`src/rtl/nps_pkg.sv`:
```
package nps_pkg;

   // field positions in the host address; neighbours rely on these
   localparam int CHIP_LSB  = 24;
   localparam int NADR_LSB  = 21;
   localparam int NADR_W    = 3;
   localparam int RELS_BIT  = 21;
   localparam int ENDV_BIT  = 20;
   localparam int PHASE_BIT = 19;
   localparam int ENDC_LSB  = 11;
   localparam int STC_LSB   = 3;

   typedef struct packed {
      logic              data_ph;
      logic [7:0]        chip;
      logic [7:0]        open_op;
      logic [NADR_W-1:0] nadr;
      logic              close_v;
      logic [7:0]        close_op;
      logic              drop_ce;
   } req_t;

   typedef enum logic [2:0] {
      SQ_IDLE, SQ_RBW, SQ_OPEN, SQ_ADR, SQ_DAT, SQ_CLOSE, SQ_FIN
   } seq_st_t;

   function automatic req_t decode_req(input logic [31:0] a);
      req_t r;
      r.data_ph  = a[PHASE_BIT];
      r.chip     = a[CHIP_LSB +: 8];
      r.open_op  = a[STC_LSB +: 8];
      r.nadr     = a[NADR_LSB +: NADR_W];
      r.close_v  = a[ENDV_BIT];
      r.close_op = a[ENDC_LSB +: 8];
      r.drop_ce  = a[PHASE_BIT] & a[RELS_BIT];
      return r;
   endfunction

endpackage

```
`src/rtl/nps_strobe_timer.sv`:
```
module nps_strobe_timer #(
   parameter int LO_CYC = 2,
   parameter int HI_CYC = 2
) (
   input  logic clk,
   input  logic rst_n,
   input  logic start,
   input  logic rd,
   output logic busy,
   output logic sample,
   output logic done,
   output logic we_n,
   output logic re_n
);
   localparam int MAXC = (LO_CYC > HI_CYC) ? LO_CYC : HI_CYC;
   localparam int CW   = $clog2(MAXC + 1);

   logic          low_q;
   logic          rd_q;
   logic [CW-1:0] cnt_q;

   always_ff @(posedge clk or negedge rst_n) begin
      if (!rst_n) begin
         busy  <= 1'b0;
         low_q <= 1'b0;
         rd_q  <= 1'b0;
         cnt_q <= '0;
      end else if (!busy) begin
         if (start) begin
            busy  <= 1'b1;
            low_q <= 1'b1;
            rd_q  <= rd;
            cnt_q <= CW'(LO_CYC - 1);
         end
      end else if (low_q) begin
         if (cnt_q == '0) begin
            low_q <= 1'b0;
            cnt_q <= CW'(HI_CYC - 1);
         end else begin
            cnt_q <= cnt_q - 1'b1;
         end
      end else begin
         if (cnt_q == '0) busy <= 1'b0;
         else             cnt_q <= cnt_q - 1'b1;
      end
   end

   assign sample = busy &  low_q & (cnt_q == '0);
   assign done   = busy & ~low_q & (cnt_q == '0);
   assign we_n   = ~(busy & low_q & ~rd_q);
   assign re_n   = ~(busy & low_q &  rd_q);

endmodule

```
`src/rtl/nps_ce_ctrl.sv`:
```
module nps_ce_ctrl #(
   parameter int NUM_CHIPS = 4,
   parameter int CHIP_W    = 2
) (
   input  logic                 clk,
   input  logic                 rst_n,
   input  logic                 take,
   input  logic [CHIP_W-1:0]    take_chip,
   input  logic                 drop,
   output logic [NUM_CHIPS-1:0] ce_n
);
   logic              on_q;
   logic [CHIP_W-1:0] sel_q;

   always_ff @(posedge clk or negedge rst_n) begin
      if (!rst_n) begin
         on_q  <= 1'b0;
         sel_q <= '0;
      end else if (take) begin
         on_q  <= 1'b1;
         sel_q <= take_chip;
      end else if (drop) begin
         on_q  <= 1'b0;
      end
   end

   for (genvar i = 0; i < NUM_CHIPS; i++) begin : g_ce
      assign ce_n[i] = ~(on_q && (sel_q == CHIP_W'(i)));
   end

endmodule

```
`src/rtl/nps_busy_guard.sv`:
```
module nps_busy_guard #(
   parameter int RB_SETTLE = 4
) (
   input  logic clk,
   input  logic rst_n,
   input  logic arm,
   input  logic clear,
   input  logic rb,
   output logic pending,
   output logic go
);
   localparam int SW = $clog2(RB_SETTLE + 1);

   logic [SW-1:0] cnt_q;

   always_ff @(posedge clk or negedge rst_n) begin
      if (!rst_n) begin
         pending <= 1'b0;
         cnt_q   <= '0;
      end else begin
         if (arm) begin
            pending <= 1'b1;
            cnt_q   <= SW'(RB_SETTLE);
         end else begin
            if (clear) pending <= 1'b0;
            if (cnt_q != '0) cnt_q <= cnt_q - 1'b1;
         end
      end
   end

   assign go = ~pending | ((cnt_q == '0) & rb);

endmodule

```
`src/rtl/nand_phase_seq.sv`:
```
module nand_phase_seq #(
   parameter int ADDR_W    = 32,
   parameter int DATA_W    = 32,
   parameter int NUM_CHIPS = 4,
   parameter int LO_CYC    = 2,
   parameter int HI_CYC    = 2,
   parameter int RB_SETTLE = 4
) (
   input  logic                 clk,
   input  logic                 rst_n,
   input  logic                 h_valid,
   output logic                 h_ready,
   input  logic                 h_write,
   input  logic [ADDR_W-1:0]    h_addr,
   input  logic [DATA_W-1:0]    h_wdata,
   output logic [DATA_W-1:0]    h_rdata,
   output logic [NUM_CHIPS-1:0] nand_ce_n,
   output logic                 nand_cle,
   output logic                 nand_ale,
   output logic                 nand_we_n,
   output logic                 nand_re_n,
   input  logic                 nand_rb,
   output logic [7:0]           nand_dq_o,
   output logic                 nand_dq_oe,
   input  logic [7:0]           nand_dq_i
);
   import nps_pkg::*;

   localparam int BEATS  = DATA_W / 8;
   localparam int BSEL_W = $clog2(BEATS);
   localparam int CNT_W  = (BSEL_W + 1 > NADR_W) ? BSEL_W + 1 : NADR_W;
   localparam int CHIP_W = (NUM_CHIPS > 1) ? $clog2(NUM_CHIPS) : 1;

   if (ADDR_W < 32) begin : g_bad_addr
      $error("ADDR_W must be at least 32");
   end
   if ((DATA_W % 8) != 0 || DATA_W < 16 || DATA_W > 64) begin : g_bad_data
      $error("DATA_W must be a byte multiple between 16 and 64");
   end
   if (NUM_CHIPS < 1 || NUM_CHIPS > 256) begin : g_bad_chips
      $error("NUM_CHIPS must be 1..256");
   end
   if (LO_CYC < 1 || HI_CYC < 1 || RB_SETTLE < 1) begin : g_bad_timing
      $error("strobe widths and settle delay must be at least 1");
   end

   seq_st_t             st_q;
   req_t                rq_q;
   req_t                rq_in;
   logic [CNT_W-1:0]    nadr_q;
   logic                wr_q;
   logic [DATA_W-1:0]   wd_q;
   logic [DATA_W-1:0]   rbuf_q;
   logic [CNT_W-1:0]    bidx_q;
   logic [BSEL_W-1:0]   bsel;

   logic tmr_start, tmr_busy, tmr_sample, tmr_done;
   logic byte_st, accept, last_adr, last_dat;
   logic grd_pending, grd_go, grd_arm, grd_clear;

   assign rq_in  = decode_req(h_addr[31:0]);
   assign bsel   = bidx_q[BSEL_W-1:0];
   assign accept = (st_q == SQ_IDLE) && h_valid;

   assign byte_st  = (st_q == SQ_OPEN) || (st_q == SQ_ADR) ||
                     (st_q == SQ_DAT)  || (st_q == SQ_CLOSE);
   assign tmr_start = byte_st && !tmr_busy;
   assign last_adr  = (bidx_q == nadr_q - 1'b1);
   assign last_dat  = (bidx_q == CNT_W'(BEATS - 1));
   assign grd_arm   = (st_q == SQ_CLOSE) && tmr_done;
   assign grd_clear = (st_q == SQ_RBW) && grd_go;

   always_ff @(posedge clk or negedge rst_n) begin
      if (!rst_n) begin
         st_q   <= SQ_IDLE;
         rq_q   <= '0;
         nadr_q <= '0;
         wr_q   <= 1'b0;
         wd_q   <= '0;
         rbuf_q <= '0;
         bidx_q <= '0;
      end else begin
         case (st_q)
            SQ_IDLE: if (h_valid) begin
               rq_q   <= rq_in;
               wr_q   <= h_write;
               wd_q   <= h_wdata;
               bidx_q <= '0;
               nadr_q <= (CNT_W'(rq_in.nadr) > CNT_W'(BEATS)) ? CNT_W'(BEATS)
                                                                : CNT_W'(rq_in.nadr);
               if (!rq_in.data_ph)  st_q <= SQ_OPEN;
               else if (grd_pending) st_q <= SQ_RBW;
               else                 st_q <= SQ_DAT;
            end
            SQ_RBW: if (grd_go) st_q <= SQ_DAT;
            SQ_OPEN: if (tmr_done) begin
               if (nadr_q != '0)     st_q <= SQ_ADR;
               else if (rq_q.close_v) st_q <= SQ_CLOSE;
               else                  st_q <= SQ_FIN;
            end
            SQ_ADR: if (tmr_done) begin
               if (last_adr) st_q <= rq_q.close_v ? SQ_CLOSE : SQ_FIN;
               else          bidx_q <= bidx_q + 1'b1;
            end
            SQ_DAT: begin
               if (tmr_sample && !wr_q) rbuf_q[bsel*8 +: 8] <= nand_dq_i;
               if (tmr_done) begin
                  if (last_dat) st_q <= rq_q.close_v ? SQ_CLOSE : SQ_FIN;
                  else          bidx_q <= bidx_q + 1'b1;
               end
            end
            SQ_CLOSE: if (tmr_done) st_q <= SQ_FIN;
            SQ_FIN:  st_q <= SQ_IDLE;
            default: st_q <= SQ_IDLE;
         endcase
      end
   end

   always_comb begin
      nand_dq_o = 8'h00;
      case (st_q)
         SQ_OPEN:  nand_dq_o = rq_q.open_op;
         SQ_CLOSE: nand_dq_o = rq_q.close_op;
         SQ_ADR,
         SQ_DAT:   nand_dq_o = wd_q[bsel*8 +: 8];
         default:  nand_dq_o = 8'h00;
      endcase
   end

   assign nand_cle   = (st_q == SQ_OPEN) || (st_q == SQ_CLOSE);
   assign nand_ale   = (st_q == SQ_ADR);
   assign nand_dq_oe = nand_cle || nand_ale || ((st_q == SQ_DAT) && wr_q);
   assign h_ready    = (st_q == SQ_FIN);
   assign h_rdata    = rbuf_q;

   nps_strobe_timer #(.LO_CYC(LO_CYC), .HI_CYC(HI_CYC)) u_tmr (
      .clk    (clk),
      .rst_n  (rst_n),
      .start  (tmr_start),
      .rd     ((st_q == SQ_DAT) && !wr_q),
      .busy   (tmr_busy),
      .sample (tmr_sample),
      .done   (tmr_done),
      .we_n   (nand_we_n),
      .re_n   (nand_re_n)
   );

   nps_ce_ctrl #(.NUM_CHIPS(NUM_CHIPS), .CHIP_W(CHIP_W)) u_ce (
      .clk       (clk),
      .rst_n     (rst_n),
      .take      (accept),
      .take_chip (rq_in.chip[CHIP_W-1:0]),
      .drop      ((st_q == SQ_FIN) && rq_q.drop_ce),
      .ce_n      (nand_ce_n)
   );

   nps_busy_guard #(.RB_SETTLE(RB_SETTLE)) u_grd (
      .clk     (clk),
      .rst_n   (rst_n),
      .arm     (grd_arm),
      .clear   (grd_clear),
      .rb      (nand_rb),
      .pending (grd_pending),
      .go      (grd_go)
   );

endmodule

```
`config.mk`:
```
export PLATFORM = sky130hd
export DESIGN_NAME = nand_phase_seq
export DESIGN_NICKNAME = d
export VERILOG_FILES = /design/src/rtl/nps_pkg.sv /design/src/rtl/nps_strobe_timer.sv /design/src/rtl/nps_ce_ctrl.sv /design/src/rtl/nps_busy_guard.sv /design/src/rtl/nand_phase_seq.sv
export SDC_FILE = /design/constraint.sdc
export NUM_CORES = 1
export LEC_CHECK = 0
export BUFFER_PORTS_ARGS = -buffer_cell sky130_fd_sc_hd__buf_2
export CAP_MARGIN = 25
export CELL_PAD_IN_SITES_DETAIL_PLACEMENT = 1
export CELL_PAD_IN_SITES_GLOBAL_PLACEMENT = 1
export CORE_UTILIZATION = 25
export CTS_BUF_LIST = sky130_fd_sc_hd__clkbuf_16
export CTS_CLUSTER_SIZE = 8
export DETAILED_ROUTE_END_ITERATION = 10
export PLACE_DENSITY_LB_ADDON = 0.2
export SLEW_MARGIN = 20
export SYNTH_ARGS = -nofsm -noshare
export SYNTH_HDL_FRONTEND = slang
export SYNTH_SLANG_ARGS = --single-unit
export TNS_END_PERCENT = 50
```
`constraint.sdc`:
```
create_clock -name clk -period 1.97 [get_ports clk]
set_input_delay 0.0985 -clock clk [delete_from_list [all_inputs] [get_ports clk]]
set_output_delay 0.0985 -clock clk [all_outputs]
set_load 0.01 [all_outputs]
```
==> impl_metrics.tcl, run 1 <==
set metrics [dict create \
    layout-drive-gt1-share_pct 26.8 \
    fp.dieH_um 143 \
    syn_nets 630 \
    async_flop_share_pct 100 \
    synth_area_leaders "dfrtp_1 (53%), nand2_1 (17%), o21ai_0 (4.0%), mux4_2 (3.6%), ha_1 (2.5%)" \
    synth_top_area_cell "dfrtp_1" \
    cts-htree-levels 3 \
    insertion_delay_ps 350 \
    io_buffers 117 \
    min_period_ps 2020 \
    fin_setup_tns_ps -138 \
    num_vias 4368 \
    leakagePower_uw 0.00338 \
    cts_root_buf "clkbuf_16" \
    critical_path_class "reg2out" \
    routed_wl_mm 14.9 \
    hold_viol 0 \
    grt_pass1_vias 4657 \
    area_growth_pct 40.4 \
    grt.busiest_layer "met2" \
    grt_use_total_pct 15.5 \
    overflow 0 \
    netlist_area_um2 4950 \
    failed_checks "setup timing" \
    relSlewSlack_pct 64.5 \
    syn_inst 543 \
    cp_data_arrival_time_ps 1920 \
    pwr-share-clk_pct 19.5 \
    ant_nets 0 \
    p_sw_share_pct 38.0 \
    worst_slack_ps -45.5 \
    use_met2_pct 27.8 \
    rows 51 \
    coreArea_um2 19500 \
    timing.final.max_slew_violations 0 \
    drtIter0Drc 142 \
    tightestPinTransition_ps 532 \
    fin_skew_ps 7.63 \
    seq_power_share_pct 36.0 \
    cp_max_fo 9 \
    setup_viol 6 \
    use_met3_pct 3.09 \
    die_area_um2 20400 \
    status "finished, violations left" \
    die_w_um 143 \
    hold_class "in2reg" \
    vias_per_cell 4.39 \
    intPower_uw 6210 \
    pin_count 127 \
    start_util_pct 25.4 \
    holdWs_ps 21.8 \
    fin_nets 812 \
    cap_violations 0 \
    routabilityCongestion 0.730 \
    cts.path.max_buffers 2 \
    synth_cell_types 45 \
    cp.buffers_inverters 2 \
    clock_sinks 104 \
    cts_made_buffers 9 \
    synth_common_cells "nand2_1 (230), dfrtp_1 (104), o21ai_0 (40)" \
    cp-start-kind "flip-flop" \
    netlist.area_leader.share_pct 52.6 \
    ys.flop_type "dfrtp_1" \
    drc_errors 0 \
    use_met1_pct 18.7 \
    dp_hpwl_mm 10.5 \
    max_stage_delay_ps 560 \
    critPathSlowestCell "mux4_2" \
    grt_antenna_before_repair 1 \
    drt-pass1-iter-count 4 \
    path_cells "buf_12 -> mux4_2 -> mux2i_1 -> o32ai_1 -> buf_2" \
    synth_edf_count 0 \
    switchingPower_uw 3800 \
    syn_avg_cell_area_um2 9.12 \
    rsz0062_at_grt "yes" \
    clk_pin_slew_ps 70 \
    synth_most_common_cell "nand2_1" \
    vdd_drop_max_mv 0.504 \
    power_density_nw_per_um2 1440 \
    ys_seq_area_share_pct 52.6 \
    fin_util_pct 35.7 \
    ys_ff_latch 104 \
    yosysWarnings 0 \
    avgRoutedWirePerCell_um 15.0 \
    finalCritPeriodShare_pct 102 \
    grt_max_degree 56 \
    cts_tree "done" \
    crit_path_end_kind "primary output" \
    power_frac_comb_pct 44.6 \
    cp.required_ps 1870 \
    crit_family "multiplexers" \
    clock.fmax_mhz 496 \
    grt_pass1_wl_mm 24.0 \
]
-- kinds of logic (layout without fill, tap and decap cells) --
kind of cell	count (synthesis)	after routing	share of synthesized area (%)
AOI/OAI and AO/OA	68	68	8.31
xor gates and xnor gates	4	4	0.708
adders and majority gates	10	10	2.53
buffers and inverters	38	225	3.39
DFF	104	104	52.6
muxes	23	23	7.03
other	0	1	0
and+or+nand+nor	296	296	25.5
-- metal layers --
layer	vias to the layer above	routed length (um)
li1	2145	-
met1	2136	6600
met2	79	7680
met3	8	476
met4	0	134
met5	-	0
-- what timing repair did --
action,in CTS,in global routing
resized for setup,5,10
buffers inserted,2,0
setup endpoints to repair,29,45
hold buffers,55,0
pin swaps,5,3
hold endpoints to repair,87,0
-- path summary, 6_finish.rpt --
check	slack, ps	start	depth (start not counted)	endpoint
worst max-delay path	-50	bidx_q[0]$_DFFE_PN0P_	5	nand_dq_o[1]
worst min-delay path	20	h_addr[19]	3	rq_q[0]$_DFFE_PN0P_
worst max register to register	40	bidx_q[0]$_DFFE_PN0P_	7	st_q[2]$_DFFE_PN0P_
worst min register to register	470	wd_q[6]$_DFFE_PN0P_	2	wd_q[6]$_DFFE_PN0P_
max in group asynchronous	890	rst_n	3	wd_q[9]$_DFFE_PN0P_
min in group asynchronous	270	rst_n	2	rq_q[0]$_DFFE_PN0P_
-- worst min-delay path: stages --
cell and delay, ps:
buf_2 130, nand3_1 60, nand2_1 50
-- final cells by class --
type                    instances  area (um2)
multi-input cells             401        2260
clock buffers                   9         225
flip-flops and latches        104        2610
clock inverters                 7        95.1
fillers                      2287       12500
diodes                          1        2.50
repair buffers                199        1390
well taps                     265         332
inverters                      10        37.5
-- cells in the final DEF, fill, tap and decap left out, drive strengths merged, types with 2 or more instances in the layout --
cell and n:
dlygate4sd3 55, xor2 3, a31oi 2, bufinv 2, clkinv 3, nor3b 3
nand2 230, inv 11, o32ai 8, mux4 8, nor3 5, nand3b 8
dfrtp 104, mux2 5, o21ai 41, nor4b 2, nand2b 4, nand3 8
clkbuf 9, nor2b 3, buf 144, mux2i 10, o21a 3, a21oi 4
a211o 2, and3 2, o22ai 2, nor2 26, ha 10
-- stage by stage --
stage	instance area (um2)	power [uW]	worst slack, ps	cells
after floorplan	4950	6260	41.2	543
after global placement	5980	7720	-17.5	922
after detailed placement	5980	7930	-95.1	922
after CTS	6900	10100	-75.2	995
after global routing	6950	10800	-169	996
final	6950	10000	-45.5	996
-- flip-flops by register name, indices dropped and copies added (netlist names) --
register       flops
h_rdata           32
wd_q              32
rq_q              18
bidx_q             3
nadr_q             3
st_q               3
u_grd.cnt_q        3
u_ce.sel_q         2
u_tmr.cnt_q        2
u_ce.on_q          1
u_grd.pending      1
u_tmr.busy         1
u_tmr.low_q        1
u_tmr.rd_q         1
wr_q               1
-- power by group through the flow --
stage	clock network [uW]	logic (uW)	registers (uW)
after floorplan	0	2730	3530
after global placement	0	4140	3580
after detailed placement	0	4290	3640
after CTS	2030	4510	3590
after global routing	2100	5010	3720
final	1950	4460	3600
Power figures use the tool's default switching activity.
==> inputs of run 2 (changes only) <==
--- a/config.mk
+++ b/config.mk
@@ -14,8 +14,10 @@
 export CTS_CLUSTER_SIZE = 8
 export DETAILED_ROUTE_END_ITERATION = 10
 export PLACE_DENSITY_LB_ADDON = 0.2
+export RECOVER_POWER = 50
 export SLEW_MARGIN = 20
 export SYNTH_ARGS = -nofsm -noshare
 export SYNTH_HDL_FRONTEND = slang
+export SYNTH_HIERARCHICAL = 1
 export SYNTH_SLANG_ARGS = --single-unit
 export TNS_END_PERCENT = 50
==> run 2 against run 1 <==
Compared with the run above: clock skew is 3.7 ps higher; power is 8.9% higher; largest power group unchanged; critical endpoint is now nand_dq_o[6]; the flow still finishes with violations (setup timing); synthesized area is 2.6% higher; combinational power is 22% higher; flip-flop and latch count stayed put; non-clock buffer count is 15 higher; cell count is 8.0% lower.
==> impl_metrics.tcl, run 2 <==
set metrics [dict create \
    reg2reg_depth 7 \
    drt-pass1-iter-count 4 \
    clock_sinks 104 \
    dp_hpwl_mm 10.2 \
    holdWs_ps 30.7 \
    rsz0062_at_grt "yes" \
    setup_viol 9 \
    drtIter0Drc 146 \
    cts.path.max_buffers 2 \
    synth_edf_count 0 \
    routed_wl_mm 14.6 \
    power_uw 10900 \
    cts_tree "done" \
    synth_cell_types 58 \
    num_vias 4129 \
    start_util_pct 25.8 \
    ys_seq_area_share_pct 51.3 \
    yosysWarnings 6 \
    critical_path_class "reg2out" \
    layout-drive-gt1-share_pct 37.9 \
    fp.dieH_um 145 \
    hold_viol 0 \
    clock.fmax_mhz 488 \
    fin_skew_ps 11.3 \
    seq_area_um2 2610 \
    tightestPinTransition_ps 945 \
    synth_area_leaders "dfrtp_1 (51%), mux2_2 (12%), nand2_1 (5.0%), o21ai_0 (3.8%), mux4_2 (3.5%)" \
    drc_errors 0 \
    fin_util_pct 36.4 \
    nFillCells 2248 \
    rows 51 \
    syn_nets 534 \
    ys_ff_latch 104 \
    vdd_drop_max_mv 0.681 \
    grt_max_degree 51 \
    overflow 0 \
    die_area_um2 20900 \
    min_period_ps 2050 \
    crit_path_end_kind "primary output" \
    netlist_area_um2 5080 \
    syn_avg_cell_area_um2 11.4 \
    failed_checks "setup timing" \
    cts_root_buf "clkbuf_16" \
    io_buffers 117 \
    synth_common_cells "dfrtp_1 (104), nand2_1 (67), mux2_2 (52)" \
    multi_input_comb_area_um2 2450 \
    most-common-layout-cells "dfrtp_1 (102), buf_2 (84), nand2_1 (67), dlygate4sd3_1 (55), mux2_2 (52)" \
    finalCritPeriodShare_pct 104 \
    cp_max_fo 8 \
    syn_inst 446 \
    leakagePower_uw 0.00312 \
    synth_most_common_cell "dfrtp_1" \
    cp.required_ps 1870 \
    synth_top_area_cell "dfrtp_1" \
    worst_slack_ps -79.3 \
    grt_use_total_pct 14.9 \
    cp-start-kind "flip-flop" \
    avgRoutedWirePerCell_um 15.9 \
    grt_antenna_before_repair 0 \
    final_common_cell "dfrtp_1" \
    cap_violations 0 \
    insertion_delay_ps 360 \
    netlist.area_leader.share_pct 51.3 \
    coreArea_um2 19700 \
    ys.flop_type "dfrtp_1" \
    pin_count 127 \
    hold_depth 3 \
    fin_nets 734 \
    diodes 0 \
    cts_made_buffers 9 \
    ant_nets 0 \
    cts-htree-levels 3 \
    power_density_nw_per_um2 1520 \
    clk_pin_slew_ps 80 \
    timing.final.max_slew_violations 0 \
    die_w_um 145 \
    async_flop_share_pct 100 \
    area_growth_pct 40.9 \
    grt_pass1_wl_mm 23.6 \
    relSlewSlack_pct 37.0 \
    cp_data_arrival_time_ps 1950 \
    grt_pass1_vias 4525 \
    status "finished, violations left" \
    hold_class "in2reg" \
    vias_per_cell 4.51 \
    routabilityCongestion 0.723 \
]
==> run 2: metal layers <==
| metal | vias to the layer above | part of all wire (%) | GRT usage (%) |
|---|---|---|---|
| met5 | - | 0 | 0 |
| met4 | 0 | 1.6 | 5.15 |
| met3 | 17 | 4.3 | 3.64 |
| met2 | 82 | 51 | 26.0 |
| met1 | 2039 | 43 | 17.6 |
| li1 | 1991 | - | - |
==> run 2: cell type report <==
cell class / count / share of cell area, %
Sequential cell: 104 / 36.4
Multi-Input combinational cell: 303 / 34.2
Timing Repair Buffer: 214 / 20.2
Tap cell: 265 / 4.64
Clock buffer: 9 / 3.15
Inverter: 14 / 0.735
Clock inverter: 7 / 0.665
==> run 2: repair_timing <==
| item | CTS | global route |
|---|---|---|
| hold buffers | 55 | 0 |
| gates cloned | 1 | 0 |
| endpoints found under the setup margin | 10 | 32 |
| setup buffers | 1 | 8 |
| gates resized for setup | 16 | 27 |
| pin swaps | 7 | 6 |
| endpoints found under the hold margin | 87 | 0 |
==> run 2: path summary, 6_finish.rpt <==
path | endpoint | slack (ps) | start
max | nand_dq_o[6] | -80 | bidx_q[0]$_DFFE_PN0P_
min | h_rdata[23]$_DFFE_PN0P_ | 30 | nand_dq_i[7]
max reg2reg | bidx_q[2]$_DFFE_PN0P_ | -20 | bidx_q[0]$_DFFE_PN0P_
min reg2reg | h_rdata[19]$_DFFE_PN0P_ | 480 | h_rdata[19]$_DFFE_PN0P_
max in group asynchronous | rq_q[5]$_DFFE_PN0P_ | 250 | rst_n
min in group asynchronous | wr_q$_DFFE_PN0P_ | 410 | rst_n
==> run 2: critical path, stage by stage, from the launching register on <==
cell and delay (ps):
dfrtp_1 400, buf_8 170, mux4_2 540, a221oi_2 250, a21oi_2 70, buf_2 160
==> run 2: power breakdown <==
part | switching, uW | total [uW] | internal, uW
Clock | 854 | 1720 | 862
Sequential | 639 | 3720 | 3080
Combinational | 2640 | 5460 | 2830
Total | 4130 | 10900 | 6770
==> run 2: metrics by stage <==
stage / setup TNS [ps] / area (um2) / cells / setup slack (ps)
floorplan: -137 / 5080 / 446 / -20.0
global placement: 0 / 6130 / 835 / 35.9
detailed placement: 0 / 6130 / 835 / 7.49
CTS: -695 / 7040 / 908 / -109
global route: -4750 / 7150 / 916 / -194
finish: -447 / 7150 / 916 / -79.3
==> run 2: kinds of logic after synthesis <==
group                      synth area share, %
AOI/OAI and AO/OA                         11.8
xor gates and xnor gates                 0.518
adders and majority gates                 2.71
buffers and inverters                     4.04
DFF                                       51.3
muxes                                     17.0
and+or+nand+nor                           12.8
==> inputs of run 3 (changes only) <==
--- a/config.mk
+++ b/config.mk
@@ -15,6 +15,7 @@
 export DETAILED_ROUTE_END_ITERATION = 10
 export PLACE_DENSITY_LB_ADDON = 0.2
 export RECOVER_POWER = 50
+export SKIP_CTS_REPAIR_TIMING = 1
 export SLEW_MARGIN = 20
 export SYNTH_ARGS = -nofsm -noshare
 export SYNTH_HDL_FRONTEND = slang
==> constraint.sdc (replaced) <==
create_clock -name clk -period 2.5 [get_ports clk]
set_input_delay 0.125 -clock clk [delete_from_list [all_inputs] [get_ports clk]]
set_output_delay 0.125 -clock clk [all_outputs]
set_load 0.01 [all_outputs]
==> run 3 against run 2 <==
Compared with the run above: the flow finishes with violations (hold timing); first-iteration DRC count down 1.4%; sequential share of layout area is 3.1 points higher; cell count is 4.9% lower; register-to-register slack better by 510 ps; power fell by 27%; via count down 3.2%; clock power is 17% lower.
==> impl_metrics.tcl, run 3 (same netlist as run 2, synthesis figures left out) <==
set metrics [dict create \
    critical_path_class "reg2out" \
    clk_pin_slew_ps 80 \
    status "finished, violations left" \
    fp.dieH_um 145 \
    grt_max_degree 50 \
    hold_class "in2reg" \
    min_period_ps 2330 \
    drtIter0Drc 144 \
    crit_family "multiplexers" \
    cp_max_fo 13 \
    nFillCells 2283 \
    cp.required_ps 2380 \
    die_area_um2 20900 \
    start_util_pct 25.8 \
    seq_area_um2 2600 \
    avgRoutedWirePerCell_um 16.0 \
    power_uw 7900 \
    cts-htree-levels 3 \
    leakagePower_uw 0.00288 \
    fin_skew_ps 12.4 \
    placed_area_um2 6010 \
    area_growth_pct 29.8 \
    cts_root_buf "clkbuf_16" \
    cp_data_arrival_time_ps 2200 \
    insertion_delay_ps 360 \
    failed_checks "hold timing" \
    relSlewSlack_pct 16.1 \
    cap_violations 0 \
    rsz0062_at_grt "no" \
    routabilityCongestion 0.729 \
    clock.fmax_mhz 430 \
    cts_tree "done" \
    setup_viol 0 \
    multi_input_comb_area_um2 2270 \
    ant_nets 0 \
    path_cells "buf_6 -> mux4_2 -> a221oi_1 -> a21oi_1 -> buf_2" \
    fin_area_um2 6590 \
    coreArea_um2 19700 \
    vias_per_cell 4.59 \
    cts.path.max_buffers 2 \
    fin_nets 689 \
    cts_made_buffers 9 \
    grt_antenna_before_repair 0 \
    die_w_um 145 \
    critPathSlowestCell "mux4_2" \
    hold_depth 2 \
    holdWs_ps -0.818 \
    drc_errors 0 \
    num_vias 3995 \
    tightestPinTransition_ps 1260 \
    clock_sinks 104 \
    timing.final.max_slew_violations 0 \
    cp_num_cells 5 \
    layout-drive-gt1-share_pct 31.7 \
    io_buffers 117 \
    reg2reg_depth 6 \
    overflow 0 \
    rows 51 \
    finalCritPeriodShare_pct 93.1 \
    grt_pass1_wl_mm 22.1 \
    hold_viol 1 \
    routed_wl_mm 13.9 \
    fin_setup_tns_ps 0 \
    fin_util_pct 33.5 \
    power_density_nw_per_um2 1200 \
    most-common-layout-cells "dfrtp_1 (104), buf_2 (84), nand2_1 (67), mux2_2 (52), o21ai_0 (39)" \
    drt-pass1-iter-count 4 \
    diodes 0 \
    dp_hpwl_mm 10.1 \
    max_stage_delay_ps 560 \
    crit_path_end_kind "primary output" \
    grt_pass1_vias 4168 \
    pin_count 127 \
    cp.buffers_inverters 2 \
    grt_use_total_pct 14.0 \
    vdd_drop_max_mv 0.445 \
    cp-start-kind "flip-flop" \
    final_common_cell "dfrtp_1" \
]
-- run 3: stage by stage --
stage          cells  setup slack [ps]
6_report         871               174
5_1_grt          871              27.3
4_1_cts          837              47.3
3_5_place_dp     821               466
3_3_place_gp     821               475
2_1_floorplan    446               465
-- run 3: worst paths after layout --
check | from | slack (ps) | endpoint
setup / recovery | bidx_q[0]$_DFFE_PN0P_ | 170 | nand_dq_o[4]
hold / removal | h_addr[17] | -0.8 | rq_q[7]$_DFFE_PN0P_
setup reg to reg | bidx_q[0]$_DFFE_PN0P_ | 490 | bidx_q[2]$_DFFE_PN0P_
hold reg to reg | h_rdata[5]$_DFFE_PN0P_ | 490 | h_rdata[5]$_DFFE_PN0P_
max in group asynchronous | rst_n | 700 | wd_q[6]$_DFFE_PN0P_
min in group asynchronous | rst_n | 240 | u_grd/cnt_q[2]$_DFFE_PN0P_
-- run 3: final cells by class --
type                    instances  area share [%]
flip-flops and latches        104            39.5
multi-input cells             303            34.5
repair buffers                169            15.7
well taps                     265            5.03
clock buffers                   9            3.42
clock inverters                 7            1.10
inverters                      14           0.797
-- run 3: report_power, final --
| part | total [uW] | switching [uW] | internal, uW |
|---|---|---|---|
| clock network | 1430 | 726 | 707 |
| registers | 2930 | 508 | 2430 |
| logic | 3530 | 1800 | 1730 |
-- run 3: metal layers --
layer  up-vias  global-route usage (%)  share of wire (%)
li1       1902                       -                  -
met1      1989                    16.4                 44
met2        93                    23.9                 48
met3        11                    5.20                6.1
met4         0                    3.99                1.1
met5         -                       0                  0
